===== src/rtl/apwm_pkg.sv =====
package apwm_pkg;
    localparam int unsigned DEF_ANGLE_W   = 9;
    localparam int unsigned DEF_ANGLE_MAX = 359;
    localparam int unsigned DEF_LEAD      = 12;
    localparam int unsigned DEF_OFFSET    = 4;
    localparam int unsigned DEF_EXIT      = 8;
    localparam int unsigned DEF_RELEASE   = 4;
    localparam int unsigned DEF_SYNC      = 2;

    typedef enum logic {
        SRC_INTERNAL = 1'b0,
        SRC_EXTERNAL = 1'b1
    } step_src_e;
endpackage


===== src/rtl/apwm_edge_sync.sv =====
module apwm_edge_sync #(
    parameter int unsigned STAGES = 2
) (
    input  logic clk,
    input  logic rst_n,
    input  logic pin,
    output logic rise
);
    typedef struct packed {
        logic [STAGES:0] sh;
    } sync_t;

    sync_t s_d, s_q;

    always_comb begin
        s_d.sh = {s_q.sh[STAGES-1:0], pin};
        rise   = s_q.sh[STAGES-1] & ~s_q.sh[STAGES];
    end

    always_ff @(posedge clk or negedge rst_n) begin
        if (!rst_n) s_q <= '0;
        else        s_q <= s_d;
    end

    // a synchronised edge yields a single-cycle tick
    p_rise_pulse_r8: assert property (@(posedge clk) disable iff (!rst_n)
        rise |=> !rise);
endmodule


===== src/rtl/apwm_release_gate.sv =====
module apwm_release_gate #(
    parameter int unsigned RELEASE_TICKS = 4
) (
    input  logic clk,
    input  logic rst_n,
    input  logic tick,
    output logic run
);
    localparam int unsigned CNT_W = $clog2(RELEASE_TICKS + 1);

    typedef struct packed {
        logic [CNT_W-1:0] cnt;
        logic             run;
    } gate_t;

    gate_t g_d, g_q;

    always_comb begin
        g_d = g_q;
        if (!g_q.run && tick) begin
            if (g_q.cnt == CNT_W'(RELEASE_TICKS - 1)) begin
                g_d.run = 1'b1;
                g_d.cnt = '0;
            end else begin
                g_d.cnt = g_q.cnt + 1'b1;
            end
        end
    end

    always_ff @(posedge clk or negedge rst_n) begin
        if (!rst_n) g_q <= '0;
        else        g_q <= g_d;
    end

    assign run = g_q.run;

    // once released the engine stays released until reset
    p_run_sticky_r7: assert property (@(posedge clk) disable iff (!rst_n)
        g_q.run |=> g_q.run);
    // release only happens on a tick of the selected source
    p_release_on_tick_r7: assert property (@(posedge clk) disable iff (!rst_n)
        $rose(g_q.run) |-> $past(tick));
endmodule


===== src/rtl/apwm_frame.sv =====
module apwm_frame #(
    parameter int unsigned ANGLE_W   = 9,
    parameter int unsigned ANGLE_MAX = 359,
    parameter int unsigned LEAD      = 12,
    parameter int unsigned OFFSET    = 4,
    parameter int unsigned EXIT      = 8
) (
    input  logic               clk,
    input  logic               rst_n,
    input  logic               run,
    input  logic               tick,
    input  logic [ANGLE_W-1:0] angle_in,
    input  logic               err_in,
    output logic               pwm
);
    localparam int unsigned BASE  = LEAD + OFFSET;
    localparam int unsigned FRAME = BASE + ANGLE_MAX + EXIT;
    localparam int unsigned POS_W = $clog2(FRAME);

    typedef struct packed {
        logic               started;
        logic [POS_W-1:0]   pos;
        logic [ANGLE_W-1:0] ang;
        logic               err_cut;
        logic               pwm;
    } frame_t;

    frame_t f_d, f_q;
    logic [ANGLE_W-1:0] ang_clamped;

    function automatic logic level_at(input logic [POS_W-1:0]   p,
                                      input logic [ANGLE_W-1:0] a,
                                      input logic               cut);
        int unsigned pi, ai;
        pi = int'(p);
        ai = int'(a);
        return (pi < LEAD) || (!cut && (pi < BASE + ai));
    endfunction

    always_comb begin
        ang_clamped = (angle_in > ANGLE_W'(ANGLE_MAX)) ? ANGLE_W'(ANGLE_MAX) : angle_in;
        f_d = f_q;
        if (!run) begin
            f_d = '0;
        end else if (!f_q.started) begin
            f_d.started = 1'b1;
            f_d.pos     = '0;
            f_d.ang     = ang_clamped;
            f_d.err_cut = 1'b0;
            f_d.pwm     = level_at('0, ang_clamped, 1'b0);
        end else if (tick) begin
            if (f_q.pos == POS_W'(FRAME - 1)) begin
                f_d.pos     = '0;
                f_d.ang     = ang_clamped;
                f_d.err_cut = 1'b0;
            end else begin
                f_d.pos = f_q.pos + 1'b1;
            end
            if (f_d.pos == POS_W'(LEAD)) f_d.err_cut = err_in;
            f_d.pwm = level_at(f_d.pos, f_d.ang, f_d.err_cut);
        end
    end

    always_ff @(posedge clk or negedge rst_n) begin
        if (!rst_n) f_q <= '0;
        else        f_q <= f_d;
    end

    assign pwm = f_q.pwm;

    // the leading marker is always high
    p_lead_high_r2: assert property (@(posedge clk) disable iff (!rst_n)
        (f_q.started && int'(f_q.pos) < LEAD) |-> f_q.pwm);
    // wrap returns to step zero with the output high
    p_wrap_r2: assert property (@(posedge clk) disable iff (!rst_n)
        (run && f_q.started && tick && f_q.pos == POS_W'(FRAME - 1)) |=> (f_q.pos == '0 && f_q.pwm));
    // the exit tail is low
    p_exit_low_r3: assert property (@(posedge clk) disable iff (!rst_n)
        (f_q.started && int'(f_q.pos) >= FRAME - EXIT) |-> !f_q.pwm);
    // the held angle never exceeds the top code
    p_angle_cap_r4: assert property (@(posedge clk) disable iff (!rst_n)
        f_q.started |-> (int'(f_q.ang) <= ANGLE_MAX));
    // an error frame is low after the marker
    p_err_short_r5: assert property (@(posedge clk) disable iff (!rst_n)
        (f_q.started && f_q.err_cut && int'(f_q.pos) >= LEAD) |-> !f_q.pwm);
    // no tick, no movement
    p_stall_r6: assert property (@(posedge clk) disable iff (!rst_n)
        (run && f_q.started && !tick) |=> ($stable(f_q.pos) && $stable(f_q.pwm)));
endmodule


===== src/rtl/angle_pwm_enc.sv =====
module angle_pwm_enc
    import apwm_pkg::*;
#(
    parameter int unsigned ANGLE_W       = DEF_ANGLE_W,
    parameter int unsigned ANGLE_MAX     = DEF_ANGLE_MAX,
    parameter int unsigned LEAD          = DEF_LEAD,
    parameter int unsigned OFFSET        = DEF_OFFSET,
    parameter int unsigned EXIT          = DEF_EXIT,
    parameter int unsigned RELEASE_TICKS = DEF_RELEASE,
    parameter int unsigned SYNC_STAGES   = DEF_SYNC
) (
    input  logic               clk,
    input  logic               rst_n,
    input  logic               ext_clk_sel,
    input  logic               int_step_en,
    input  logic               ext_clk_pin,
    input  logic [ANGLE_W-1:0] angle_in,
    input  logic               err_in,
    output logic               pwm_out
);
    step_src_e src;
    logic      ext_rise;
    logic      tick;
    logic      run;

    assign src = step_src_e'(ext_clk_sel);

    apwm_edge_sync #(.STAGES(SYNC_STAGES)) u_sync (
        .clk   (clk),
        .rst_n (rst_n),
        .pin   (ext_clk_pin),
        .rise  (ext_rise)
    );

    always_comb begin
        tick = (src == SRC_EXTERNAL) ? ext_rise : int_step_en;
    end

    apwm_release_gate #(.RELEASE_TICKS(RELEASE_TICKS)) u_gate (
        .clk   (clk),
        .rst_n (rst_n),
        .tick  (tick),
        .run   (run)
    );

    apwm_frame #(
        .ANGLE_W   (ANGLE_W),
        .ANGLE_MAX (ANGLE_MAX),
        .LEAD      (LEAD),
        .OFFSET    (OFFSET),
        .EXIT      (EXIT)
    ) u_frame (
        .clk      (clk),
        .rst_n    (rst_n),
        .run      (run),
        .tick     (tick),
        .angle_in (angle_in),
        .err_in   (err_in),
        .pwm      (pwm_out)
    );

    // the output stays low until the engine is released
    p_idle_low_r1: assert property (@(posedge clk) disable iff (!rst_n)
        !run |-> !pwm_out);
endmodule


===== config.mk =====
export PLATFORM = sky130hd
export DESIGN_NAME = angle_pwm_enc
export DESIGN_NICKNAME = d
export VERILOG_FILES = /design/src/rtl/apwm_pkg.sv /design/src/rtl/apwm_edge_sync.sv /design/src/rtl/apwm_release_gate.sv /design/src/rtl/apwm_frame.sv /design/src/rtl/angle_pwm_enc.sv
export SDC_FILE = /design/constraint.sdc
export NUM_CORES = 1
export LEC_CHECK = 0
export CAP_MARGIN = 10
export CORE_ASPECT_RATIO = 0.7
export CORE_MARGIN = 5
export CORE_UTILIZATION = 36
export DETAILED_ROUTE_END_ITERATION = 16
export DONT_BUFFER_PORTS = 1
export PLACE_DENSITY = 0.55
export SLEW_MARGIN = 5
export SYNTH_ARGS = -nofsm -noshare
export SYNTH_HDL_FRONTEND = slang
export SYNTH_SLANG_ARGS = --single-unit

===== constraint.sdc =====
create_clock -name clk -period 4.6 [get_ports clk]
set_input_delay 0 -clock clk [delete_from_list [all_inputs] [get_ports clk]]
set_output_delay 0 -clock clk [all_outputs]
set_load 0.01 [all_outputs]

==> results_tabular.tex <==
\begin{tabular}{lr}
\hline
Metric & Value \\
\hline
\multicolumn{2}{l}{\textbf{Detailed routing}} \\
Sum of routed wire segments on met1 & 2700 µm \\
Met2 Wirelength & 1770 µm \\
Vias after detailed routing & 1,660 \\
Met3 wirelength from detailed routing & 353 µm \\
Max Used Layer & met4 \\
Mean routed wirelength per cell & 16.5 µm \\
Number of detailed-routing iterations run before antenna repair & 4 \\
Initial detailed-routing violation count & 81 \\
Residual DRC & 0 \\
Total routed wirelength & 4850 µm \\
Via density per instance & 5.67 \\
Antenna Violating Nets Remaining & 0 \\
\multicolumn{2}{l}{\textbf{Placed design}} \\
Dpl cells & 280 \\
HPWL Detailed & 3570 µm \\
Final Wtd Congestion & 0.861 \\
Input/output buffers & 0 \\
\multicolumn{2}{l}{\textbf{Floorplanning}} \\
Standard-cell row count & 22 \\
Starting density of the core & 37.8\% \\
Floorplan die area & 0.00727 mm² \\
Core area & 0.00537 mm² \\
Die outline height & 72.8 µm \\
Width of the die & 99.8 µm \\
IO Pins & 16 \\
\multicolumn{2}{l}{\textbf{Logic synthesis}} \\
Post-Synthesis Cells & 221 \\
Average cell area after synthesis & 9.19 µm² \\
Count of state elements after synthesis & 28 \\
Sequential fraction of the synthesis area & 34.5\% \\
Fraction of synthesis flops using an asynchronous set or reset pin & 100\% \\
Number of warnings issued by yosys & 0 \\
Dominant register cell in the synthesized netlist & dfrtp\_1 \\
Synth cell types & 52 \\
Number of synthesized flops with an enable pin & 0 \\
Post-synthesis cell area & 0.00203 mm² \\
Net count after synthesis & 248 \\
\multicolumn{2}{l}{\textbf{Power}} \\
Maximum VDD drop & 0.174 mV \\
Cell Int Power & 617 µW \\
Part of the power in registers & 41.1\% \\
Sw power & 408 µW \\
Relative contribution of combinational cells to total power & 43.8\% \\
LEAKAGE & 0.971 nW \\
Net switching fraction of the power & 39.8\% \\
Power per cell area & 466 mW/mm² \\
Share of power burned in the clock network & 15.1\% \\
\multicolumn{2}{l}{\textbf{GRT}} \\
Maximum number of pins on one net before global-route repair & 29 \\
Vias in the first global route & 1,555 \\
GRT Util Overall & 14.4\% \\
Total congestion overflow & 0 \\
Global-route wire length before repair & 8350 µm \\
Antenna violations before repair & 0 \\
\multicolumn{2}{l}{\textbf{Final layout}} \\
Area Growth Syn to Fin & 8.38\% \\
Share of layout cells above drive strength 1 & 6.79\% \\
Final cell utilization of the core & 41.0\% \\
Number of nets at the end of the flow & 249 \\
Number of cells in the finished layout apart from fillers & 293 \\
Number of fill cells & 554 \\
\# diodes & 0 \\
Top library cells by usage in the layout, fill and taps aside & dfrtp\_1, o21ai\_0, nand2\_1, nand3\_1 \\
Most frequent standard cell in the layout excluding fill and tap cells & dfrtp\_1 \\
\multicolumn{2}{l}{\textbf{Critical path}} \\
Sort of element at the end of the critical path & flip-flop \\
Worst path arrival time & 3510 ps \\
Required @ worst endpoint & 4810 ps \\
Kind of start point of the critical path & flip-flop \\
Worst setup path category & reg -> reg \\
Highest fanout seen on the critical path & 18 \\
\multicolumn{2}{l}{\textbf{Timing}} \\
Worst clock skew on the final layout & 3.33 ps \\
Final-report setup violation count & 0 \\
Maximum operating frequency & 0.302 GHz \\
Hold Fails Final Rpt & 0 \\
Crit share post-route & 71.9\% \\
Setup repair after global routing missed its margin & false \\
Headroom to the max-slew limit & 53.9\% \\
Minimum period implied by the final worst setup slack & 3310 ps \\
Max Slew Vio Count & 0 \\
Final TNS setup & 0 ps \\
Transition at the pin with the smallest max-transition slack & 692 ps \\
Tightest hold margin & 68.8 ps \\
\multicolumn{2}{l}{\textbf{Clock tree}} \\
Clk\_lat worst skew & 280 ps \\
Number of buffers between clock root and the deepest sink & 2 \\
TritonCTS clock tree & yes \\
Clock-pin transition on the worst setup and hold timing paths & 100 ps \\
Clock sinks & 28 \\
Depth of the CTS H-tree & 1 \\
Num CTS Buffers & 3 \\
Number of cells upsized or downsized after cts & 0 \\
CTS Root Cell & clkbuf\_8 \\
\multicolumn{2}{l}{\textbf{Flow run}} \\
Max Cap Violations & 0 \\
\multicolumn{2}{l}{\textbf{Outcome}} \\
Outcome & finished clean \\
\multicolumn{2}{l}{\textbf{Worst hold path}} \\
Type of the most critical hold path & in -> reg \\
\hline
\end{tabular}
==> final timing paths <==
check	startpoint	end	slack (ps)	cells past startpoint
worst max-delay path	u_frame.f_q[11]$_DFFE_PN0P_	u_frame.pwm$_DFFE_PN0P_	1290	14
worst min-delay path	angle_in[6]	u_frame.f_q[8]$_DFFE_PN0P_	70	3
worst max register to register	u_frame.f_q[11]$_DFFE_PN0P_	u_frame.pwm$_DFFE_PN0P_	1290	14
worst min register to register	u_sync.s_q[0]$_DFF_PN0_	u_sync.s_q[1]$_DFF_PN0_	360	0
max in group asynchronous	rst_n	u_frame.f_q[13]$_DFFE_PN0P_	4290	2
min in group asynchronous	rst_n	u_frame.f_q[4]$_DFFE_PN0P_	140	2
==> logic make-up after synthesis <==
| logic type | count (synthesis) | synth area share [%] |
|---|---|---|
| AOI/OAI and AO/OA | 78 | 27.9 |
| DFF | 28 | 34.5 |
| muxes | 5 | 2.65 |
| buffers and inverters | 25 | 6.10 |
| and+or+nand+nor | 65 | 18.0 |
| adders and majority gates | 12 | 7.39 |
| xor gates and xnor gates | 8 | 3.45 |
==> area by class of cell <==
type	count	area [µm²]	area share (%)
Multi-Input combinational cell	168	1210	54.8
Sequential cell	28	701	31.8
Timing Repair Buffer	10	108	4.89
Tap cell	72	90.1	4.09
Clock buffer	4	55.1	2.50
Inverter	11	41.3	1.88
==> synth_stat cells, types with 2 or more instances <==
| master | n | area (µm²) |
|---|---|---|
| and3b_1 | 2 | 17.5 |
| o21ai_1 | 2 | 10.0 |
| xnor2_1 | 3 | 26.3 |
| o22ai_1 | 2 | 12.5 |
| xor2_1 | 5 | 43.8 |
| o211a_1 | 4 | 40.0 |
| a21o_1 | 5 | 37.5 |
| buf_2 | 5 | 25.0 |
| and2_1 | 2 | 12.5 |
| a32o_1 | 5 | 50.1 |
| o21ai_0 | 16 | 80.1 |
| nand2b_1 | 2 | 12.5 |
| buf_6 | 2 | 22.5 |
| ha_1 | 12 | 150 |
| a22o_1 | 12 | 105 |
| nand2_1 | 14 | 52.6 |
| nand4_1 | 3 | 18.8 |
| mux2i_1 | 2 | 20.0 |
| nor2_1 | 8 | 30.0 |
| buf_4 | 2 | 15.0 |
| inv_1 | 11 | 41.3 |
| and3_1 | 5 | 31.3 |
| nand3_1 | 13 | 65.1 |
| mux2_2 | 3 | 33.8 |
| a21oi_1 | 11 | 55.1 |
| dfrtp_1 | 28 | 701 |
| o31ai_1 | 3 | 22.5 |
| o211ai_1 | 4 | 30.0 |
| nor3_1 | 2 | 10.0 |
| a21boi_0 | 2 | 15.0 |
| nand3b_1 | 7 | 52.6 |
| clkbuf_1 | 4 | 15.0 |
==> registers in the layout, indices dropped and copies added (netlist names) <==
register	cells
u_sync.s_q	3
u_gate.g_q	3
u_frame.pwm	1
u_frame.f_q	20
u_gate.run	1
==> critical path, stage by stage (launching register included) <==
cell and delay, ps:
dfrtp_1 470, inv_1 90, ha_1 210, and3b_1 310
nand3_4 220, o21ai_0 310, ha_1 280, inv_1 50
ha_1 230, a21o_1 170, a21oi_1 150, o22ai_1 100
a2111oi_2 330, o221ai_1 150, a21oi_1 160
==> power groups by stage <==
stage	Combinational (mW)	Clock, mW	Sequential, mW
detailed placement	0.439	0	0.425
global route	0.524	0.172	0.438
global placement	0.432	0	0.426
finish	0.449	0.155	0.421
CTS	0.455	0.166	0.420
floorplan	0.392	0	0.377
==> layer usage <==
metal  track usage (%)  up-vias
met2              18.2       51
met4              1.82        0
met1              24.6      771
li1                  -      834
met5                 0        -
met3              2.77        4
==> through the flow <==
| stage | total power [mW] | worst slack [ps] | instance area (µm²) |
|---|---|---|---|
| floorplan | 0.769 | 1550 | 2030 |
| global placement | 0.858 | 1410 | 2050 |
| detailed placement | 0.864 | 1330 | 2050 |
| CTS | 1.04 | 1290 | 2200 |
| global route | 1.13 | 927 | 2200 |
| finish | 1.02 | 1290 | 2200 |
==> timing repair <==
item,CTS,global route
buffers inserted,0,0
hold buffers,9,0
hold endpoints to repair,35,0
(Power assumes the default switching activity.)
